==> src/rtl/cmdv_pkg.sv <==
package cmdv_pkg;

  localparam int TOK_W = 4;
  localparam int NCMD  = 12;

  typedef logic [TOK_W-1:0] tok_t;

  typedef enum logic [TOK_W-1:0] {
    CMD_IDLE   = 4'h0,
    CMD_PING   = 4'h1,
    CMD_RDID   = 4'h2,
    CMD_CLRCNT = 4'h3,
    CMD_ARM    = 4'h4,
    CMD_DISARM = 4'h5,
    CMD_TRIG   = 4'h6,
    CMD_LOAD   = 4'h7,
    CMD_STORE  = 4'h8,
    CMD_CAL    = 4'h9,
    CMD_SELFT  = 4'hA,
    CMD_SLEEP  = 4'hB,
    CMD_NIMP   = 4'hF
  } cmd_e;

  typedef enum logic [1:0] {
    ST_OK   = 2'b00,
    ST_NSUP = 2'b01
  } status_e;

  // Supported-command mask for each build variant, fixed at elaboration.
  function automatic logic [NCMD-1:0] variant_mask(input int v);
    logic [NCMD-1:0] m;
    m = '0;
    for (int i = 0; i < NCMD; i++) begin
      case (v)
        1:       m[i] = (i < 8);
        2:       m[i] = ((i % 2) == 0);
        default: m[i] = 1'b1;
      endcase
    end
    return m;
  endfunction

  // Keep a token the mask supports; map everything else to the marker.
  function automatic tok_t prescreen(input tok_t t, input logic [NCMD-1:0] m);
    tok_t r;
    r = CMD_NIMP;
    for (int i = 0; i < NCMD; i++) begin
      if (t == tok_t'(i) && m[i]) r = t;
    end
    return r;
  endfunction

endpackage

==> src/rtl/cmdv_screen.sv <==
module cmdv_screen
  import cmdv_pkg::*;
#(
  parameter logic [NCMD-1:0] MASK = '1
) (
  input  logic clk,
  input  logic rst,
  input  logic take,
  input  tok_t tok_in,
  output logic s1_valid,
  output tok_t s1_scr,
  output tok_t s1_orig
);

  tok_t scr_c;
  assign scr_c = prescreen(tok_in, MASK);

  always_ff @(posedge clk) begin
    if (rst) begin
      s1_valid <= 1'b0;
      s1_scr   <= CMD_NIMP;
      s1_orig  <= '0;
    end else begin
      s1_valid <= take;
      if (take) begin
        s1_scr  <= scr_c;
        s1_orig <= tok_in;
      end
    end
  end

endmodule

==> src/rtl/cmdv_decode.sv <==
module cmdv_decode
  import cmdv_pkg::*;
(
  input  tok_t            scr,
  output logic [NCMD-1:0] strobe,
  output status_e         status
);

  always_comb begin
    strobe = '0;
    status = ST_OK;
    case (cmd_e'(scr))
      CMD_IDLE:   strobe[0]  = 1'b1;
      CMD_PING:   strobe[1]  = 1'b1;
      CMD_RDID:   strobe[2]  = 1'b1;
      CMD_CLRCNT: strobe[3]  = 1'b1;
      CMD_ARM:    strobe[4]  = 1'b1;
      CMD_DISARM: strobe[5]  = 1'b1;
      CMD_TRIG:   strobe[6]  = 1'b1;
      CMD_LOAD:   strobe[7]  = 1'b1;
      CMD_STORE:  strobe[8]  = 1'b1;
      CMD_CAL:    strobe[9]  = 1'b1;
      CMD_SELFT:  strobe[10] = 1'b1;
      CMD_SLEEP:  strobe[11] = 1'b1;
      default:    status     = ST_NSUP;
    endcase
  end

endmodule

==> src/rtl/cmdv_resp.sv <==
module cmdv_resp
  import cmdv_pkg::*;
(
  input  logic            clk,
  input  logic            rst,
  input  logic            load,
  input  status_e         st_in,
  input  tok_t            tok_in,
  input  logic [NCMD-1:0] strobe_in,
  input  logic            resp_ready,
  output logic            resp_valid,
  output logic [1:0]      resp_status,
  output tok_t            resp_token,
  output logic [NCMD-1:0] act_strobe
);

  always_ff @(posedge clk) begin
    if (rst) begin
      resp_valid  <= 1'b0;
      resp_status <= ST_OK;
      resp_token  <= '0;
      act_strobe  <= '0;
    end else begin
      act_strobe <= load ? strobe_in : '0;
      if (load) begin
        resp_valid  <= 1'b1;
        resp_status <= st_in;
        resp_token  <= tok_in;
      end else if (resp_valid && resp_ready) begin
        resp_valid <= 1'b0;
      end
    end
  end

endmodule

==> src/rtl/cmdv_decoder.sv <==
module cmdv_decoder
  import cmdv_pkg::*;
#(
  parameter int VARIANT = 1
) (
  input  logic        clk,
  input  logic        rst,
  input  logic        cmd_valid,
  output logic        cmd_ready,
  input  logic [3:0]  cmd_token,
  output logic        resp_valid,
  input  logic        resp_ready,
  output logic [1:0]  resp_status,
  output logic [3:0]  resp_token,
  output logic [11:0] act_strobe
);

  localparam logic [NCMD-1:0] MASK = variant_mask(VARIANT);

  logic            take;
  logic            s1_valid;
  tok_t            s1_scr;
  tok_t            s1_orig;
  logic [NCMD-1:0] dec_strobe;
  status_e         dec_status;

  assign cmd_ready = !(s1_valid || resp_valid);
  assign take      = cmd_valid && cmd_ready;

  cmdv_screen #(.MASK(MASK)) u_screen (
    .clk      (clk),
    .rst      (rst),
    .take     (take),
    .tok_in   (cmd_token),
    .s1_valid (s1_valid),
    .s1_scr   (s1_scr),
    .s1_orig  (s1_orig)
  );

  cmdv_decode u_decode (
    .scr    (s1_scr),
    .strobe (dec_strobe),
    .status (dec_status)
  );

  cmdv_resp u_resp (
    .clk         (clk),
    .rst         (rst),
    .load        (s1_valid),
    .st_in       (dec_status),
    .tok_in      (s1_orig),
    .strobe_in   (dec_strobe),
    .resp_ready  (resp_ready),
    .resp_valid  (resp_valid),
    .resp_status (resp_status),
    .resp_token  (resp_token),
    .act_strobe  (act_strobe)
  );

endmodule

==> config.mk <==
export PLATFORM = sky130hd
export DESIGN_NAME = cmdv_decoder
export DESIGN_NICKNAME = d
export VERILOG_FILES = /design/src/rtl/cmdv_pkg.sv /design/src/rtl/cmdv_screen.sv /design/src/rtl/cmdv_decode.sv /design/src/rtl/cmdv_resp.sv /design/src/rtl/cmdv_decoder.sv
export SDC_FILE = /design/constraint.sdc
export NUM_CORES = 1
export LEC_CHECK = 0
export ABC_CLOCK_PERIOD_IN_PS = 1550
export BUFFER_PORTS_ARGS = -buffer_cell sky130_fd_sc_hd__buf_2
export CELL_PAD_IN_SITES_DETAIL_PLACEMENT = 1
export CELL_PAD_IN_SITES_GLOBAL_PLACEMENT = 1
export CORE_MARGIN = 4
export CORE_UTILIZATION = 27
export CTS_CLUSTER_DIAMETER = 40
export DETAILED_ROUTE_END_ITERATION = 8
export GPL_ROUTABILITY_DRIVEN = 0
export PLACE_DENSITY = 0.64
export SYNTH_ARGS = -nofsm -noshare
export SYNTH_HDL_FRONTEND = slang
export SYNTH_SLANG_ARGS = --single-unit
==> constraint.sdc <==
create_clock -name clk -period 1.55 [get_ports clk]
set_clock_uncertainty 0.2 [all_clocks]
set_input_delay 0.3875 -clock clk [delete_from_list [all_inputs] [get_ports clk]]
set_output_delay 0.3875 -clock clk [all_outputs]
set_load 0.1 [all_outputs]
==> metrics, run 1 <==
status finished, violations left; failing checks negative setup slack; Reg clk slew, reported paths about 0.13 ns; Core Area 3390 µm²; Die W 67.9 µm; Seq/Total Area, Yosys around 56%; largest area contributor in the netlist dfxtp_1; # hold bufs at CTS 0; post-layout instance area 1510 µm²; Final Util 44.5%; final period utilization 101%; Final Hold Viols 0; most frequent cells in the layout dfxtp_1 (21), buf_12 (19), nor2_1 (16); die area between 4000 and 5000 µm²; starting density of the core 28.5%; IO Pins 28; RSZ-0062 raised after global routing yes; Tmin final 1.57 ns; Cell Count, Final, Fillers Out 172; CP Data Required Time 0.96 ns; setup TNS -0.0189 ns; Initial DRC Count 8; commonest non-fill, non-tap cell in the layout dfxtp_1; Total Power 1.25 mW; Longest Clk Path Bufs 2; Peak Freq between 600 and 700 MHz; CTS buffer count 3; total grt overflow 0; first-pass GRT wire length 3750 µm; drt via density 4.33; Area Growth Syn to Fin 55.9%; Max VDD drop 337 µV; pre-CTS setup slack 0.121 ns; Crit Path Category register to output pin; Post-DP Area 1460 µm²; crit path capture type output pin; Hold/Removal Path Class input port to register; pin count of the biggest net entering global routing 16; drt first pass iters 2; clk sinks 27; GRT Overall Usage roughly a tenth; syn_area_per_cell 10.2 µm²; Synth cell types 22; #FFs+latches synth 27; H-tree depth 1; Vias roughly 750; largest cells by area after synthesis dfxtp_1 (56%), mux2i_1 (12%), nand2b_1 (7.8%); dpl cells 166; worst skew pair latency between 0.3 and 0.4 ns; Synthesis Warnings 0; Yosys top cell area share 55.9%; Rows 21; Detail Route Antenna Nets 0; nets@finish 135; vias in the first global route 869; crit path DAT 0.98 ns; Final Max Slew Viols 0; Hold Slack around 0.11 ns; mapped cell area 967 µm²; diode count 0; Routed WL between 2000 and 2500 µm; leakage power 0.590 nW; layout cells sized above 1 a little under two fifths; syn nets 103; die height a little under 70 µm; post-route setup slack -0.0189 ns; CTS Root Cell clkbuf_4; post-synthesis cell count 95; # DRC 0; initial antenna violation count 0; Setup violations, final 1; maxcap violations 0; maximum fanout along the worst path 2; Critical Path Source Type register; port bufs 26; CTS tree done; Final HPWL DP roughly 1600 µm; WL per Instance between 10 and 15 µm; pwr/cell area 827 nW/µm²
-- synth_stat cells, drive strengths merged --
master and instances:
nand3b 1, a21oi 2, nor3b 1, nor3 7, conb 1, nor2 17
mux2i 12, nand2 1, nand4b 1, nand4bb 1, buf 4, nor2b 1
clkbuf 3, nand2b 12, inv 1, dfxtp 27, or4b 1, nor4 1
nand3 1
-- worst max-delay path: stages, from the launching register on --
cell	delay, ns
dfxtp_4	0.38
nor2_4	0.12
buf_12	0.18
-- timing repair --
| action | 4_1_cts | 5_1_grt |
|---|---|---|
| setup buffers | 2 | 0 |
| pin swaps | 1 | 0 |
| resized for setup | 2 | 4 |
| endpoints found under the setup margin | 1 | 5 |
| gates cloned | 0 | 0 |
-- report_power, final --
group          internal [mW]  leakage (nW)  switching [mW]  total, mW
clock network         0.0964        0.0177           0.194      0.291
logic                 0.0889         0.349           0.129      0.218
registers              0.715         0.223          0.0242      0.739
-- path summary, 6_finish.rpt --
kind | from | end | slack [ns] | cells past startpoint
min | resp_ready | u_resp.resp_valid | 0.11 | 3
max | u_screen.s1_valid | cmd_ready | -0.02 | 2
min reg2reg | u_screen.s1_orig[0] | u_screen.s1_orig[0] | 0.29 | 2
max reg2reg | u_screen.s1_valid | u_screen.s1_orig[2] | 0.15 | 4
-- flip-flops by register name (all words and copies together), names as in the netlist --
name,flops
u_resp.resp_valid,1
u_screen.s1_valid,1
u_resp.resp_status,1
u_resp.resp_token,4
u_screen.s1_orig,4
u_screen.s1_scr,4
u_resp.act_strobe,12
-- layer usage --
metal,global-route usage (%),routed length (µm)
met5,0,0
met4,2.98,13
met3,2.79,104
met2,19.9,1010
met1,11.9,920
-- final cells by class --
class | instances | area (µm²)
flip-flops and latches | 27 | 553
well taps | 46 | 57.6
inverters | 1 | 3.75
fillers | 367 | 1880
repair buffers | 34 | 475
clock buffers | 3 | 22.5
clock inverters | 1 | 5.00
multi-input cells | 60 | 390
-- cell families (layout without fill, tap and decap cells) --
logic type / after synthesis / after routing / synth area share, %
AND/OR/NAND/NOR: 45 / 45 / 25.7
flip-flops: 27 / 27 / 55.9
multiplexers: 12 / 12 / 12.4
buffers and inverters: 8 / 39 / 4.53
AO/OA/AOI/OAI: 2 / 2 / 1.03
other: 1 / 1 / 0.388
Note: power is estimated with default switching activity, not from simulation.
==> inputs of run 2 (changes only) <==
==> constraint.sdc (replaced) <==
create_clock -name clk -period 1.55 [get_ports clk]
set_clock_uncertainty 0.2 [all_clocks]
set_input_delay 0.155 -clock clk [delete_from_list [all_inputs] [get_ports clk]]
set_output_delay 0.155 -clock clk [all_outputs]
set_load 0.1 [all_outputs]
==> run 2 against run 1 <==
Against the previous run: the run now ends clean; clock power rose by 3%; fmax grew 6.9%; first-iteration DRC count rose by 140%; final cell count up 1.2%; sequential power decreased by 0.5%; via count fell by 1.3%; clock-buffer cell count rose by 1; combinational power shrank 6%; total power shrank 0.60%.
==> metrics, run 2 (same netlist as run 1, synthesis figures left out) <==
drt first pass iters 3; pre-CTS setup slack 0.216 ns; Core Area 3390 µm²; critical path, cell by cell buf_2; Fill cells 403; Final Hold Viols 0; Crit Path Category register to output pin; drt via density 4.22; WL per Instance 11.8 µm; CTS Root Cell clkbuf_4; commonest non-fill, non-tap cell in the layout dfxtp_1; status finished clean; post-route setup slack approximately 0.083 ns; setup TNS 0 ns; Worst path max stage delay 0.43 ns; layout cells sized above 1 29.7%; Hold/Removal Path Class input port to register; Initial DRC Count 19; crit path DAT 1.11 ns; die area approximately 4600 µm²; first-pass GRT wire length 3350 µm; Biggest register u_resp.act_strobe; Max stage delay cell, worst path buf_2; RSZ-0062 raised after global routing no; maximum fanout along the worst path 2; pwr/cell area 980 nW/µm²; CP Data Required Time 1.19 ns; Reg clk slew, reported paths 0.14 ns; port bufs 26; Longest Clk Path Bufs 2; Die W 67.9 µm; Detail Route Antenna Nets 0; Crit path depth 1; IO Pins 28; Hold Path Stages 4; clk sinks 27; Hold Slack between 0.15 and 0.2 ns; R2R depth 4; vias in the first global route ~730; Peak Freq between 600 and 700 MHz; # DRC 0; worst skew pair latency 0.32 ns; Routed WL 2050 µm; starting density of the core about 29%; GRT Overall Usage under 10%; H-tree depth 1; die height 67.9 µm; CTS tree done; Final HPWL DP 1530 µm; Tmin final 1.47 ns; Largest register FFs 12; final period utilization between 90 and 100%; most frequent cells in the layout dfxtp_1 (25), buf_2 (24), nor2_1 (16); initial antenna violation count 0; nets@finish 137; Max VDD drop about 660 µV; CTS buffer count 3; maxcap violations 0; total grt overflow 0; Area Growth Syn to Fin 30.8%; diode count 0; Vias 735; Setup violations, final 0; Seq. cell area 546 µm²; Critical Path Source Type register; pin count of the biggest net entering global routing 20; Final Max Slew Viols 0; delay-heaviest family, CP buffers and inverters; Worst Path Buf+Inv 1; footprint of the multi-input gates 390 µm²; leakage power 0.543 nW; Rows 21; crit path capture type output pin
-- run 2: path summary, 6_finish.rpt --
check	to	slack, ns	from
max	resp_token[3]	0.08	u_resp.resp_token[3]
min	u_screen.s1_orig[2]	0.19	cmd_valid
max reg2reg	u_screen.s1_scr[3]	0.14	u_screen.s1_valid
min reg2reg	u_resp.resp_status[0]	0.28	u_resp.resp_status[0]
-- run 2: through the flow --
step / utilization [%] / cells / area [µm²] / total power [mW]
after floorplan: - / 95 / 976 / 0.896
after global placement: 34.3 / 163 / 1160 / 0.937
after detailed placement: 34.3 / 163 / 1160 / 0.943
after CTS: 37.1 / 174 / 1260 / 1.25
after global routing: 37.3 / 174 / 1260 / 1.30
final: 37.3 / 174 / 1260 / 1.24
-- run 2: cell type report --
type / count / area share, %
multi-input cells: 60 / 30.9
clock buffers: 4 / 2.08
flip-flops and latches: 27 / 43.1
repair buffers: 36 / 19.1
well taps: 46 / 4.55
inverters: 1 / 0.297
-- run 2: routing by layer --
layer | vias to the layer above | wire length, µm | global-route usage, %
met5 | - | 0 | 0
met4 | 0 | 0 | 0.744
met3 | 0 | 135 | 3.61
met2 | 23 | 1060 | 18.0
met1 | 338 | 848 | 11.0
li1 | 374 | - | -
-- run 2: power by group --
part	switching, mW	internal, mW	total (mW)
clock network	0.199	0.101	0.300
registers	0.0206	0.715	0.735
logic	0.131	0.0741	0.205
total	0.350	0.890	1.24
-- run 2: what timing repair did --
item | 4_1_cts | 5_1_grt
hold buffers | 6 | 0
pin swaps | 0 | 1
endpoints found under the setup margin | 1 | 2
gates resized for setup | 2 | 2
endpoints found under the hold margin | 10 | 0
setup buffers | 1 | 0
